[config.mk]
export PLATFORM = sky130hd
export DESIGN_NAME = keyed_cfg_port
export DESIGN_NICKNAME = d
export VERILOG_FILES = /design/src/rtl/cfgp_pkg.sv /design/src/rtl/cfgp_gate.sv /design/src/rtl/cfgp_global.sv /design/src/rtl/cfgp_enbank.sv /design/src/rtl/keyed_cfg_port.sv
export SDC_FILE = /design/constraint.sdc
export NUM_CORES = 1
export LEC_CHECK = 0
export BUFFER_PORTS_ARGS = -buffer_cell sky130_fd_sc_hd__buf_2
export CORE_MARGIN = 2
export CORE_UTILIZATION = 45
export DETAILED_ROUTE_END_ITERATION = 10
export PLACE_DENSITY = 0.86
export SLEW_MARGIN = 25
export SYNTH_ARGS = -nofsm -noshare
export SYNTH_HDL_FRONTEND = slang
export SYNTH_SLANG_ARGS = --single-unit
[constraint.sdc]
create_clock -name clk -period 2 [get_ports clk]
set_input_delay 0.1 -clock clk [delete_from_list [all_inputs] [get_ports clk]]
set_output_delay 0.1 -clock clk [all_outputs]
set_load 0.1 [all_outputs]
[src/rtl/cfgp_pkg.sv]
// Shared constants and types of the keyed configuration port.
// Assumes byte-wide register numbers and data.
package cfgp_pkg;
    typedef enum logic [1:0] {KS_LOCKED, KS_HALF, KS_OPEN} key_state_e;

    localparam logic [7:0] KEY_OPEN     = 8'h87;
    localparam logic [7:0] KEY_CLOSE    = 8'hAA;
    localparam logic [7:0] REG_LDSEL    = 8'h07;
    localparam logic [7:0] REG_DEVID_HI = 8'h20;
    localparam logic [7:0] REG_DEVID_LO = 8'h21;
    localparam logic [7:0] REG_REV      = 8'h22;
    localparam logic [7:0] REG_MFG_HI   = 8'h23;
    localparam logic [7:0] REG_MFG_LO   = 8'h24;
    localparam logic [7:0] REG_ENABLE   = 8'h30;
    localparam logic [7:0] BANK_BASE    = 8'h30;
endpackage

[src/rtl/cfgp_gate.sv]
// Key gate: tracks the open/close key sequence on index-port writes and
// holds the index register. Assumes idx_wr is a one-cycle strobe.
module cfgp_gate
    import cfgp_pkg::*;
(
    input  logic       clk,
    input  logic       rst_n,
    input  logic       idx_wr,
    input  logic [7:0] wdata,
    output logic       unlocked,
    output logic [7:0] index
);
    key_state_e state;

    // Advance the key sequence and capture register numbers while open.
    always_ff @(posedge clk) begin
        if (!rst_n) begin
            state <= KS_LOCKED;
            index <= 8'h00;
        end else if (idx_wr) begin
            case (state)
                KS_LOCKED: if (wdata == KEY_OPEN) state <= KS_HALF;
                KS_HALF:   state <= (wdata == KEY_OPEN) ? KS_OPEN : KS_LOCKED;
                KS_OPEN:   begin
                    if (wdata == KEY_CLOSE) state <= KS_LOCKED;
                    else                    index <= wdata;
                end
                default:   state <= KS_LOCKED;
            endcase
        end
    end

    // Open flag for the rest of the port.
    assign unlocked = (state == KS_OPEN);


    open_after_key_chk: assert property (@(posedge clk) disable iff (!rst_n)
        $rose(unlocked) |-> $past(idx_wr && wdata == KEY_OPEN));

    broken_key_chk: assert property (@(posedge clk) disable iff (!rst_n)
        (state == KS_HALF && idx_wr && wdata != KEY_OPEN) |=> !unlocked && state == KS_LOCKED);

    relock_chk: assert property (@(posedge clk) disable iff (!rst_n)
        (unlocked && idx_wr && wdata == KEY_CLOSE) |=> !unlocked);
endmodule

[src/rtl/cfgp_global.sv]
// Global bank: device selector at 0x07 and read-only identification bytes.
// Assumes wr_en is already qualified by the open state and the data port.
module cfgp_global
    import cfgp_pkg::*;
#(
    parameter logic [15:0] DEV_ID = 16'h5A31,
    parameter logic [7:0]  DEV_REV = 8'h04,
    parameter logic [15:0] MFG_ID = 16'h2C17
) (
    input  logic       clk,
    input  logic       rst_n,
    input  logic       wr_en,
    input  logic [7:0] idx,
    input  logic [7:0] wdata,
    output logic [7:0] ld_sel,
    output logic [7:0] rd_data
);
    // Selector register, the only writable global.
    always_ff @(posedge clk) begin
        if (!rst_n)                          ld_sel <= 8'h00;
        else if (wr_en && idx == REG_LDSEL)  ld_sel <= wdata;
    end

    // Read decode of the global bank.
    always_comb begin
        case (idx)
            REG_LDSEL:    rd_data = ld_sel;
            REG_DEVID_HI: rd_data = DEV_ID[15:8];
            REG_DEVID_LO: rd_data = DEV_ID[7:0];
            REG_REV:      rd_data = DEV_REV;
            REG_MFG_HI:   rd_data = MFG_ID[15:8];
            REG_MFG_LO:   rd_data = MFG_ID[7:0];
            default:      rd_data = 8'h00;
        endcase
    end


    ldsel_hold_chk: assert property (@(posedge clk) disable iff (!rst_n)
        !wr_en |=> $stable(ld_sel));
endmodule

[src/rtl/cfgp_enbank.sv]
// Per-device enable bits at bank register 0x30. Assumes wr_en is already
// qualified by the open state and the data port; out-of-range selectors
// reach no device.
module cfgp_enbank
    import cfgp_pkg::*;
#(
    parameter int NUM_LD = 8,
    localparam int LDW = $clog2(NUM_LD)
) (
    input  logic              clk,
    input  logic              rst_n,
    input  logic              unlocked,
    input  logic              wr_en,
    input  logic [7:0]        idx,
    input  logic [7:0]        wdata,
    input  logic [7:0]        ld_sel,
    output logic              sel_ok,
    output logic [NUM_LD-1:0] dev_en,
    output logic [7:0]        rd_data
);
    localparam logic [8:0] LD_LIMIT = 9'(NUM_LD);

    logic [LDW-1:0] ld_idx;
    logic           en_hit;

    // Range check and write qualification.
    assign sel_ok = ({1'b0, ld_sel} < LD_LIMIT);
    assign ld_idx = ld_sel[LDW-1:0];
    assign en_hit = wr_en && sel_ok && (idx == REG_ENABLE);

    for (genvar g = 0; g < NUM_LD; g++) begin : g_en
        // Enable flop of device g.
        always_ff @(posedge clk) begin
            if (!rst_n)                                dev_en[g] <= 1'b0;
            else if (en_hit && ld_idx == LDW'(g))      dev_en[g] <= wdata[0];
        end
    end

    // Read of the selected device's enable.
    assign rd_data = {7'b0, sel_ok & dev_en[ld_idx]};


    locked_en_chk: assert property (@(posedge clk) disable iff (!rst_n)
        !unlocked |=> $stable(dev_en));

    badsel_en_chk: assert property (@(posedge clk) disable iff (!rst_n)
        !sel_ok |=> $stable(dev_en));
endmodule

[src/rtl/keyed_cfg_port.sv]
// Keyed index/data configuration port. Routes data-port accesses to the
// global bank or the selected device bank and forwards device registers
// above the enable register to attached function blocks.
// Assumes bus_wr and bus_rd are one-cycle strobes, never both high.
module keyed_cfg_port
    import cfgp_pkg::*;
#(
    parameter int          NUM_LD  = 8,
    parameter logic [15:0] DEV_ID  = 16'h5A31,
    parameter logic [7:0]  DEV_REV = 8'h04,
    parameter logic [15:0] MFG_ID  = 16'h2C17
) (
    input  logic                      clk,
    input  logic                      rst_n,
    input  logic                      bus_wr,
    input  logic                      bus_rd,
    input  logic                      bus_sel_data,
    input  logic [7:0]                bus_wdata,
    output logic [7:0]                bus_rdata,
    output logic                      fn_wr,
    output logic                      fn_rd,
    output logic [$clog2(NUM_LD)-1:0] fn_sel,
    output logic [7:0]                fn_idx,
    output logic [7:0]                fn_wdata,
    input  logic [7:0]                fn_rdata,
    output logic [NUM_LD-1:0]         dev_en
);
    localparam int LDW = $clog2(NUM_LD);

    logic       unlocked, sel_ok, data_wr, in_bank, fwd_reg;
    logic [7:0] index, ld_sel, glob_rd, en_rd;

    // Access qualification.
    assign data_wr = bus_wr && bus_sel_data && unlocked;
    assign in_bank = (index >= BANK_BASE);
    assign fwd_reg = in_bank && (index != REG_ENABLE) && sel_ok;

    cfgp_gate u_gate (
        .clk(clk), .rst_n(rst_n), .idx_wr(bus_wr && !bus_sel_data),
        .wdata(bus_wdata), .unlocked(unlocked), .index(index)
    );

    cfgp_global #(.DEV_ID(DEV_ID), .DEV_REV(DEV_REV), .MFG_ID(MFG_ID)) u_glob (
        .clk(clk), .rst_n(rst_n), .wr_en(data_wr && !in_bank),
        .idx(index), .wdata(bus_wdata), .ld_sel(ld_sel), .rd_data(glob_rd)
    );

    cfgp_enbank #(.NUM_LD(NUM_LD)) u_en (
        .clk(clk), .rst_n(rst_n), .unlocked(unlocked), .wr_en(data_wr),
        .idx(index), .wdata(bus_wdata), .ld_sel(ld_sel), .sel_ok(sel_ok),
        .dev_en(dev_en), .rd_data(en_rd)
    );

    // Forwarded access to the attached function blocks.
    assign fn_wr    = data_wr && fwd_reg;
    assign fn_rd    = bus_rd && bus_sel_data && unlocked && fwd_reg;
    assign fn_sel   = ld_sel[LDW-1:0];
    assign fn_idx   = index;
    assign fn_wdata = bus_wdata;

    // Read data selection across port, bank and lock state.
    always_comb begin
        if (!unlocked)                bus_rdata = 8'hFF;
        else if (!bus_sel_data)       bus_rdata = index;
        else if (!in_bank)            bus_rdata = glob_rd;
        else if (index == REG_ENABLE) bus_rdata = en_rd;
        else if (sel_ok)              bus_rdata = fn_rdata;
        else                          bus_rdata = 8'h00;
    end


    fn_wr_open_chk: assert property (@(posedge clk) disable iff (!rst_n)
        fn_wr |-> unlocked && bus_sel_data);

    fn_sel_range_chk: assert property (@(posedge clk) disable iff (!rst_n)
        (fn_wr || fn_rd) |-> ({1'b0, ld_sel} < 9'(NUM_LD)));

    reset_closed_chk: assert property (@(posedge clk)
        !rst_n |=> !unlocked && dev_en == '0);
endmodule

==> results of run 1 <==
[path summary, 6_finish.rpt]
check	start	endpoint	slack (ns)	cells past startpoint
min reg2reg	u_en.dev_en[3]	u_en.dev_en[3]	0.47	2
min	bus_wdata[7]	u_gate.index[7]	0.11	3
max	u_glob.ld_sel[7]	bus_rdata[3]	-0.18	7
max reg2reg	u_glob.ld_sel[7]	u_en.dev_en[4]	-0.10	5
[cells in the final DEF, fill, tap and decap left out, types with 3 or more instances in the layout]
cell	netlist	final
a21oi_4	0	4
buf_2	1	47
dfxtp_4	0	7
nand4_1	9	9
clkbuf_8	0	4
nand3_4	0	4
nand2b_1	6	6
nor2_1	31	29
buf_4	11	17
nor3_1	7	5
mux2i_1	16	16
o41ai_2	0	3
nand3_1	8	4
o31ai_1	4	4
buf_12	0	10
nand2_1	9	9
a21oi_1	19	15
and3_1	3	3
dfxtp_2	0	11
dfxtp_1	26	8
a22o_1	4	4
[repair_timing]
| item | CTS | global route |
|---|---|---|
| endpoints found under the setup margin | 10 | 14 |
| hold endpoints to repair | 0 | 0 |
| buffers inserted | 4 | 2 |
| pin swaps | 5 | 10 |
| gates resized for setup | 11 | 12 |
[metrics by stage]
step	std cells	total power [mW]	setup slack, ns
after floorplan	215	0.615	-0.960
after global placement	305	0.643	0.0810
after detailed placement	305	0.644	0.00521
after CTS	313	0.969	-0.124
after global routing	315	1.00	-0.263
final	315	0.971	-0.183
[cells by family after synthesis]
logic type / share of synthesized area (%)
flip-flops: 30.4
AO/OA/AOI/OAI: 18.2
AND/OR/NAND/NOR: 29.0
XOR/XNOR: 0.511
buffers and inverters: 9.27
multiplexers: 12.6
[Yosys cell counts (2+ instances only)]
master / instances / area [sq um]
o31ai_1: 4 / 30.0
clkbuf_1: 16 / 60.1
and2_1: 2 / 12.5
a21oi_1: 19 / 95.1
or4_1: 2 / 15.0
nand4_1: 9 / 56.3
o211ai_1: 2 / 15.0
mux4_2: 2 / 45.0
nor4_1: 2 / 12.5
and3_1: 3 / 18.8
nand2_1: 9 / 33.8
or3_1: 3 / 18.8
nor2_1: 31 / 116
dfxtp_1: 26 / 521
inv_1: 2 / 7.51
nand3_1: 8 / 40.0
nor3_1: 7 / 35.0
nand3b_1: 2 / 15.0
buf_4: 11 / 82.6
nand4b_1: 2 / 17.5
nor2b_1: 3 / 18.8
nand2b_1: 6 / 37.5
mux2i_1: 16 / 160
a22oi_1: 2 / 15.0
a22o_1: 4 / 35.0
o41ai_1: 5 / 43.8
a32oi_1: 2 / 17.5
[metal layers]
metal,vias up,GRT usage (%),share of wire (%)
met5,-,0,0
li1,888,-,-
met3,19,2.74,6.9
met4,0,9.11,2.5
met1,879,33.0,42
met2,93,42.0,49
[power by group through the flow]
| stage | logic (mW) | registers (mW) | clock network [mW] |
|---|---|---|---|
| 2_1_floorplan | 0.0956 | 0.520 | 0 |
| 3_3_place_gp | 0.123 | 0.520 | 0 |
| 3_5_place_dp | 0.124 | 0.520 | 0 |
| 4_1_cts | 0.126 | 0.507 | 0.336 |
| 5_1_grt | 0.134 | 0.508 | 0.362 |
| 6_report | 0.129 | 0.507 | 0.335 |
[flip-flops by register name, summed over array words and instances, names as in the netlist]
signal and flops:
u_en.dev_en 8, u_glob.ld_sel 8, u_gate.index 8, u_gate.state 2
[final cells by class]
type | count | area, sq um | share of cell area (%)
flip-flops and latches | 26 | 561 | 22.1
well taps | 48 | 60.1 | 2.37
multi-input cells | 158 | 1250 | 49.6
clock buffers | 4 | 55.1 | 2.17
repair buffers | 76 | 589 | 23.3
inverters | 3 | 11.3 | 0.445
[tightest hold or removal path, stage by stage]
cell	delay (ns)
buf_2	0.10
mux2i_1	0.07
nor2_1	0.07
==> flow_metrics.tcl, run 1 <==
set metrics [dict create \
    design.core.area_sq_um 3660 \
    syn2layout_area_growth_pct 47.7 \
    avgSynthCellArea_sq_um 7.97 \
    p_seq_share_pct 52.2 \
    cts.path.max_buffers 2 \
    num-nets-final 289 \
    grt_pass1_vias 1736 \
    power_density_nw_per_um2 384 \
    worstSetupEndpointType "primary output" \
    drtAntennaViolNets 0 \
    dr.first_iter.drc_count 153 \
    dpl.hpwl_microns 3690 \
    criticalPathCategory "flip-flop to primary output" \
    p_switching_mw 0.261 \
    nFillCells 270 \
    place_area_sq_um 2300 \
    antenna_found_initial 0 \
    drc 0 \
    cp_max_fo 4 \
    min_period_ns 2.18 \
    gr-total-overflow 0 \
    grt_usage_pct 25.0 \
    syn-num-nets 236 \
    vias 1879 \
    final_core_util_pct 69.1 \
    clk_pin_slew_ns 0.08 \
    relSlewSlack_pct 67.3 \
    ys_seq_area_share_pct 30.4 \
    start_util_pct 46.8 \
    synthArstFlopShare_pct 0 \
    grt_max_degree 27 \
    hp-class "primary input to flip-flop" \
    start_kind "flip-flop" \
    drv_cap 0 \
    clock-sinks 26 \
    pwr-share-clk_pct 34.5 \
    switching_share_pct 26.9 \
    p_leak_nw 0.944 \
    syn_inst 215 \
    worst_ep_required_time_ns 1.90 \
    clock.fmax_mhz 458 \
    status "finished with violations" \
    postLayoutCellArea_sq_um 2530 \
    setup_slack_ns -0.183 \
    rsz0062_at_grt "yes" \
    rows 22 \
    critPathSlowestCell "or4_4" \
    yosys.cell_types.count 42 \
    synth_edf_count 0 \
    internal_power_mw 0.710 \
    finClkSkew_ns 0.00652 \
    via_per_inst 5.97 \
    clock_latency_ns 0.27 \
    setup_tns_ns -1.19 \
    arrival_ns 2.08 \
    path_delay_family "simple AND/OR/NAND/NOR gates" \
    cts-root-buf "clkbuf_8" \
    antenna_cells 0 \
    cts_buffers 3 \
    die_y_microns 65.7 \
    worst-path-buf-inv 3 \
    timing_worst_slew_pin_value_ns 0.494 \
    violations "setup timing" \
    fin_crit_sh_pct 109 \
    ios 58 \
    ys_ff_latch 26 \
    synth_ff_type "dfxtp_1" \
    hold_ws_ns 0.110 \
    drive_gt1_share_pct 48.3 \
    syn_area_sq_um 1710 \
    die_w_microns 65.7 \
    cts_tree "built" \
    die_area_sq_um 4320 \
    wl_microns 5350 \
    synth_warnings 0 \
    numPortBuffers 57 \
    grt_pass1_wl_microns 8430 \
    slowest_delay_ns 0.55 \
    path_cells "or4_4 -> nor3_4 -> buf_4 -> buf_8 -> a32oi_4 -> a21oi_4 -> buf_12" \
    htreeDepth 1 \
    routedWlPerCell_microns 17.0 \
    gp_congestion 0.880 \
    drv_slew 0 \
    setup_violations 11 \
    hold_viol_final 0 \
    drt-pass1-iter-count 4 \
    hold_buffers 0 \
    vdd_drop_max_uv 279 \
    p_comb_share_pct 13.3 \
]
Note: power is estimated with default switching activity, not from simulation.
==> run 2, diff against run 1 <==
--- a/config.mk
+++ b/config.mk
@@ -6,10 +6,13 @@
 export NUM_CORES = 1
 export LEC_CHECK = 0
 export BUFFER_PORTS_ARGS = -buffer_cell sky130_fd_sc_hd__buf_2
+export CORE_ASPECT_RATIO = 0.75
 export CORE_MARGIN = 2
 export CORE_UTILIZATION = 45
 export DETAILED_ROUTE_END_ITERATION = 10
+export HOLD_SLACK_MARGIN = 0.08
 export PLACE_DENSITY = 0.86
+export SETUP_SLACK_MARGIN = 0.05
 export SLEW_MARGIN = 25
 export SYNTH_ARGS = -nofsm -noshare
 export SYNTH_HDL_FRONTEND = slang
==> run 2 against run 1 <==
- the flow still finishes with violations (setup timing)
- fmax up 1.0%
- non-clock buffer count grew 4
- register-to-register slack gained 0.03 ns
- global-route usage up 3.2 points
- critical endpoint is now bus_rdata[4]
==> flow_metrics.tcl, run 2 (synthesis results as in run 1) <==
set metrics [dict create \
    finClkSkew_ns 0.00587 \
    rows 19 \
    min_period_ns 2.16 \
    via_per_inst 6.46 \
    dr.first_iter.drc_count 320 \
    drv_cap 0 \
    cp-startpoint "u_glob.ld_sel[4]" \
    worst_ep_required_time_ns 1.90 \
    min_path_cells 3 \
    route.met2.wl_microns 2700 \
    vdd_drop_max_uv 305 \
    hold_viol_final 0 \
    cp_max_fo 3 \
    grt_pass1_vias 1896 \
    drv_slew 0 \
    relSlewSlack_pct 51.6 \
    top_regs "u_en.dev_en x8, u_gate.index x8, u_glob.ld_sel x8" \
    rsz0062_at_grt "yes" \
    design.core.area_sq_um 3660 \
    grt_pass1_wl_microns 9230 \
    nFillCells 274 \
    power_density_nw_per_um2 420 \
    htreeDepth 1 \
    start_kind "flip-flop" \
    vias 2085 \
    dpl.hpwl_microns 3970 \
    setup_violations 18 \
    place_ws_ns -0.0149 \
    stdcell_count 323 \
    arrival_ns 2.06 \
    antenna_found_initial 0 \
    numPortBuffers 57 \
    setup_tns_ns -1.57 \
    timing_worst_slew_pin_value_ns 0.722 \
    drtAntennaViolNets 0 \
    layout_common_cells "47 x buf_2, 29 x nor2_1, 21 x buf_4" \
    cts_tree "built" \
    grt_usage_pct 28.2 \
    routedWlPerCell_microns 18.9 \
    p_leak_nw 0.964 \
    violations "setup timing" \
    num-nets-final 293 \
    clock-sinks 26 \
    criticalPathCategory "flip-flop to primary output" \
    cts.path.max_buffers 2 \
    status "finished with violations" \
    grt_max_degree 27 \
    die_area_sq_um 4320 \
    drc 0 \
    drive_gt1_share_pct 50.2 \
    dp.cells 311 \
    clk_pin_slew_ns 0.09 \
    setup_slack_ns -0.161 \
    syn2layout_area_growth_pct 50.3 \
    hold_buffers 0 \
    finalPower_mw 1.08 \
    hold_ws_ns 0.115 \
    clock_latency_ns 0.28 \
    r2r_cells 6 \
    postLayoutCellArea_sq_um 2580 \
    hp-class "primary input to flip-flop" \
    gp_congestion 0.931 \
    cts-root-buf "clkbuf_8" \
    wl_met1_microns 2360 \
    wl_microns 6100 \
    die_y_microns 57.5 \
    final_core_util_pct 70.4 \
    fin_crit_sh_pct 108 \
    final_common_cell "buf_2" \
    ios 58 \
    met3_length_microns 723 \
    die_w_microns 75.3 \
    worstSetupEndpointType "primary output" \
    clock.fmax_mhz 463 \
    crit_path_end "bus_rdata[4]" \
    antenna_cells 0 \
    place_area_sq_um 2320 \
    r2r_end "u_en.dev_en[3]" \
    start_util_pct 46.8 \
    routed.top_layer "met4" \
    drt-pass1-iter-count 5 \
    gr-total-overflow 0 \
    cts_buffers 3 \
    r2r-start "u_glob.ld_sel[4]" \
    r2r_slack_ns -0.07 \
]
run 2: power breakdown:
| part | leakage [nW] | internal [mW] | switching (mW) |
|---|---|---|---|
| combinational | 0.708 | 0.0253 | 0.0998 |
| sequential | 0.220 | 0.507 | 0.0000244 |
| clock | 0.0357 | 0.268 | 0.181 |
run 2: routing by layer:
metal	GRT usage, %	up-vias
met5	0	-
met1	38.2	946
met4	13.5	0
met3	6.01	47
met2	42.7	196
li1	-	896
run 2: how the worst min path moves through the flow:
stage                 start          endpoint  slack, ns
3_5_place_dp   bus_wdata[7]   u_gate.index[7]       0.40
5_1_grt        bus_wdata[7]  u_glob.ld_sel[7]       0.13
3_3_place_gp   bus_wdata[7]   u_gate.index[7]       0.38
4_1_cts        bus_wdata[7]   u_gate.index[7]       0.11
2_1_floorplan  bus_wdata[5]   u_gate.index[5]       0.25
6_report       bus_wdata[7]   u_gate.index[7]       0.11
run 2: worst max-delay path, cell delays in order, from the launching register on:
cell and delay (ns):
dfxtp_2 0.33, or4_4 0.55, nor3_4 0.22, buf_4 0.19, and3_1 0.18, o32a_4 0.16
buf_12 0.16
run 2: layout make-up:
cell class | count | area, sq um | share of cell area [%]
Multi-Input combinational cell | 158 | 1250 | 48.7
Timing Repair Buffer | 80 | 616 | 23.9
Sequential cell | 26 | 559 | 21.7
Tap cell | 52 | 65.1 | 2.53
Clock buffer | 3 | 41.3 | 1.60
Clock inverter | 1 | 30.0 | 1.17
Inverter | 3 | 11.3 | 0.437
run 2: timing repair:
action / in CTS / in global routing
cloned: 0 / 0
endpoints found under the setup margin: 14 / 18
pin swaps: 8 / 8
resized for setup: 13 / 9
buffers inserted: 7 / 1
==> run 3, diff against run 2 <==
--- a/config.mk
+++ b/config.mk
@@ -5,13 +5,14 @@
 export SDC_FILE = /design/constraint.sdc
 export NUM_CORES = 1
 export LEC_CHECK = 0
+export ABC_AREA = 1
 export BUFFER_PORTS_ARGS = -buffer_cell sky130_fd_sc_hd__buf_2
 export CORE_ASPECT_RATIO = 0.75
 export CORE_MARGIN = 2
-export CORE_UTILIZATION = 45
+export CORE_UTILIZATION = 47
 export DETAILED_ROUTE_END_ITERATION = 10
 export HOLD_SLACK_MARGIN = 0.08
-export PLACE_DENSITY = 0.86
+export PLACE_DENSITY = 0.87
 export SETUP_SLACK_MARGIN = 0.05
 export SLEW_MARGIN = 25
 export SYNTH_ARGS = -nofsm -noshare
==> run 3 against run 2 <==
- the run now ends clean
- non-clock buffer count shrank 18
- clock power shrank 31%
- utilization shrank 9.7 points
- routed wire length shrank 10%
- final cell count grew 28%
- global-route usage shrank 4.4 points
- design area shrank 6.3%
- first-iteration DRC count shrank 22%
- via count grew 4.9%
- area after synthesis grew 11%
- total power shrank 10%
- die area grew 6.2%
- critical path type unchanged
==> flow_metrics.tcl, run 3 <==
set metrics [dict create \
    drv_slew 0 \
    yosysMostFrequentCell "nand2_1" \
    finClkSkew_ns 0.00420 \
    gp_congestion 0.916 \
    routedWlPerCell_microns 13.2 \
    clock-sinks 26 \
    dp.cells 407 \
    dpl.hpwl_microns 3960 \
    cts-root-buf "clkbuf_8" \
    min_period_ns 1.93 \
    start_util_pct 48.0 \
    cp-startpoint "u_gate.index[5]" \
    grt_usage_pct 23.8 \
    top_regs "u_en.dev_en x8, u_gate.index x8, u_glob.ld_sel x8" \
    hold_start "bus_wdata[2]" \
    final_common_cell "nand2_1" \
    worst_ep_required_time_ns 1.90 \
    status "finished, final reports clean" \
    hold_viol_final 0 \
    ys_seq_area_share_pct 27.3 \
    drv_cap 0 \
    antenna_found_initial 0 \
    path_cells "inv_1 -> o21ai_1 -> inv_1 -> nor2_4 -> nand2_4 -> nor2_1 -> o21ai_1 -> nand2_2 -> buf_4" \
    drive_gt1_share_pct 32.0 \
    synth_area_leaders "dfxtp_1 27%, nand2_1 15%, nor2_1 11%" \
    clock.fmax_mhz 517 \
    relSlewSlack_pct 67.4 \
    numPortBuffers 57 \
    ys_ff_latch 26 \
    htreeDepth 1 \
    start_kind "flip-flop" \
    synthArstFlopShare_pct 0 \
    yosys.area.top_type "dfxtp_1" \
    r2r-start "u_gate.index[0]" \
    clock_latency_ns 0.27 \
    syn-num-nets 334 \
    switching_share_pct 29.5 \
    hp-class "primary input to flip-flop" \
    grt_pass1_vias 1890 \
    p_leak_nw 1.18 \
    die_y_microns 59.2 \
    synth_warnings 0 \
    cts.path.max_buffers 2 \
    r2r_cells 7 \
    nFillCells 345 \
    via_per_inst 5.28 \
    min_path_cells 3 \
    synthTopCellsByCount "78 x nand2_1, 55 x nor2_1, 41 x inv_1" \
    critPathSlowestCell "dfxtp_2" \
    arrival_ns 1.83 \
    die_w_microns 77.6 \
    yosys.cell_types.count 27 \
    synth_top_area_share_pct 27.3 \
    fin_crit_sh_pct 96.7 \
    cts_buffers 3 \
    hold_buffers 0 \
    drtAntennaViolNets 0 \
    rsz0062_at_grt "yes" \
    pwr-share-clk_pct 32.1 \
    cts_tree "built" \
    syn_inst 313 \
    synth_ff_type "dfxtp_1" \
    antenna_cells 0 \
    drt-pass1-iter-count 5 \
    grt_max_degree 20 \
    vdd_drop_max_uv 246 \
    finalPower_mw 0.970 \
    worstSetupEndpointType "primary output" \
    power_density_nw_per_um2 402 \
    p_comb_share_pct 14.9 \
    design.core.area_sq_um 3980 \
    p_seq_share_pct 53.0 \
    clk_pin_slew_ns 0.09 \
    syn2layout_area_growth_pct 26.6 \
    timing_worst_slew_pin_value_ns 0.492 \
    vias 2187 \
    place_area_sq_um 2280 \
    dr.first_iter.drc_count 249 \
    grt_pass1_wl_microns 8780 \
    cp_max_fo 6 \
    criticalPathCategory "flip-flop to primary output" \
    rows 20 \
    syn_area_sq_um 1910 \
    wl_microns 5460 \
    stdcell_count 414 \
    die_area_sq_um 4590 \
    ios 58 \
    postLayoutCellArea_sq_um 2410 \
    drc 0 \
    synth_edf_count 0 \
    num-nets-final 381 \
    slowest_delay_ns 0.42 \
    gr-total-overflow 0 \
    setup_violations 0 \
    internal_power_mw 0.684 \
    seqCellArea_sq_um 539 \
    multi_input_area_sq_um 1170 \
    avgSynthCellArea_sq_um 6.10 \
    hold_ws_ns 0.114 \
    layout_common_cells "70 x nand2_1, 49 x nor2_1, 48 x buf_2" \
    p_switching_mw 0.286 \
]
run 3: area by class of cell:
class,count,area share (%)
Clock buffer,4,1.87
Multi-Input combinational cell,223,48.6
Sequential cell,26,22.3
Tap cell,55,2.85
Timing Repair Buffer,62,17.4
Inverter,44,6.94
run 3: kinds of logic (layout without fill, tap and decap cells):
kind of cell	count (synthesis)	count (layout)	share of synthesized area (%)
AO/OA/AOI/OAI	37	37	10.8
AND/OR/NAND/NOR	186	186	45.2
flip-flops	26	26	27.3
buffers and inverters	64	110	16.8
run 3: path summary, 6_finish.rpt:
check                      to  slack [ns]
max              bus_rdata[5]        0.07
max reg2reg  u_glob.ld_sel[2]        0.33
min           u_gate.index[2]        0.11
min reg2reg    u_en.dev_en[7]        0.48
run 3: worst max-delay path: cells and delay by family, from the launching register on:
kind	cells	cell delay [ns]
and+or+nand+nor	4	0.43
buffers and inverters	3	0.46
DFF	1	0.42
AOI/OAI and AO/OA	2	0.24
run 3: through the flow:
step	TNS (ns)	util, %	setup WS, ns
after CTS	0	58.7	0.0640
final	0	60.7	0.0654
after global placement	0	57.4	0.374
after global routing	-0.0347	60.7	-0.0347
after floorplan	-0.258	-	-0.129
after detailed placement	0	57.4	0.294
run 3: power groups by stage:
stage                     clock network (mW)  logic, mW  registers [mW]
after floorplan                            0      0.108           0.530
after global placement                     0      0.141           0.529
after detailed placement                   0      0.142           0.529
after CTS                              0.314      0.143           0.516
after global routing                   0.331      0.150           0.514
final                                  0.312      0.144           0.514
run 3: repair_timing:
action	CTS	global route
gates resized for setup	2	19
buffers inserted	0	3
setup endpoints to repair	2	9
pin swaps	0	4
run 3: per-layer routing:
layer | part of all wire [%] | global-route usage, % | up-vias
li1 | - | - | 1075
met1 | 44 | 33.3 | 1000
met2 | 46 | 38.1 | 108
met3 | 8.9 | 5.64 | 4
met4 | 0.86 | 4.59 | 0
met5 | 0 | 0 | -
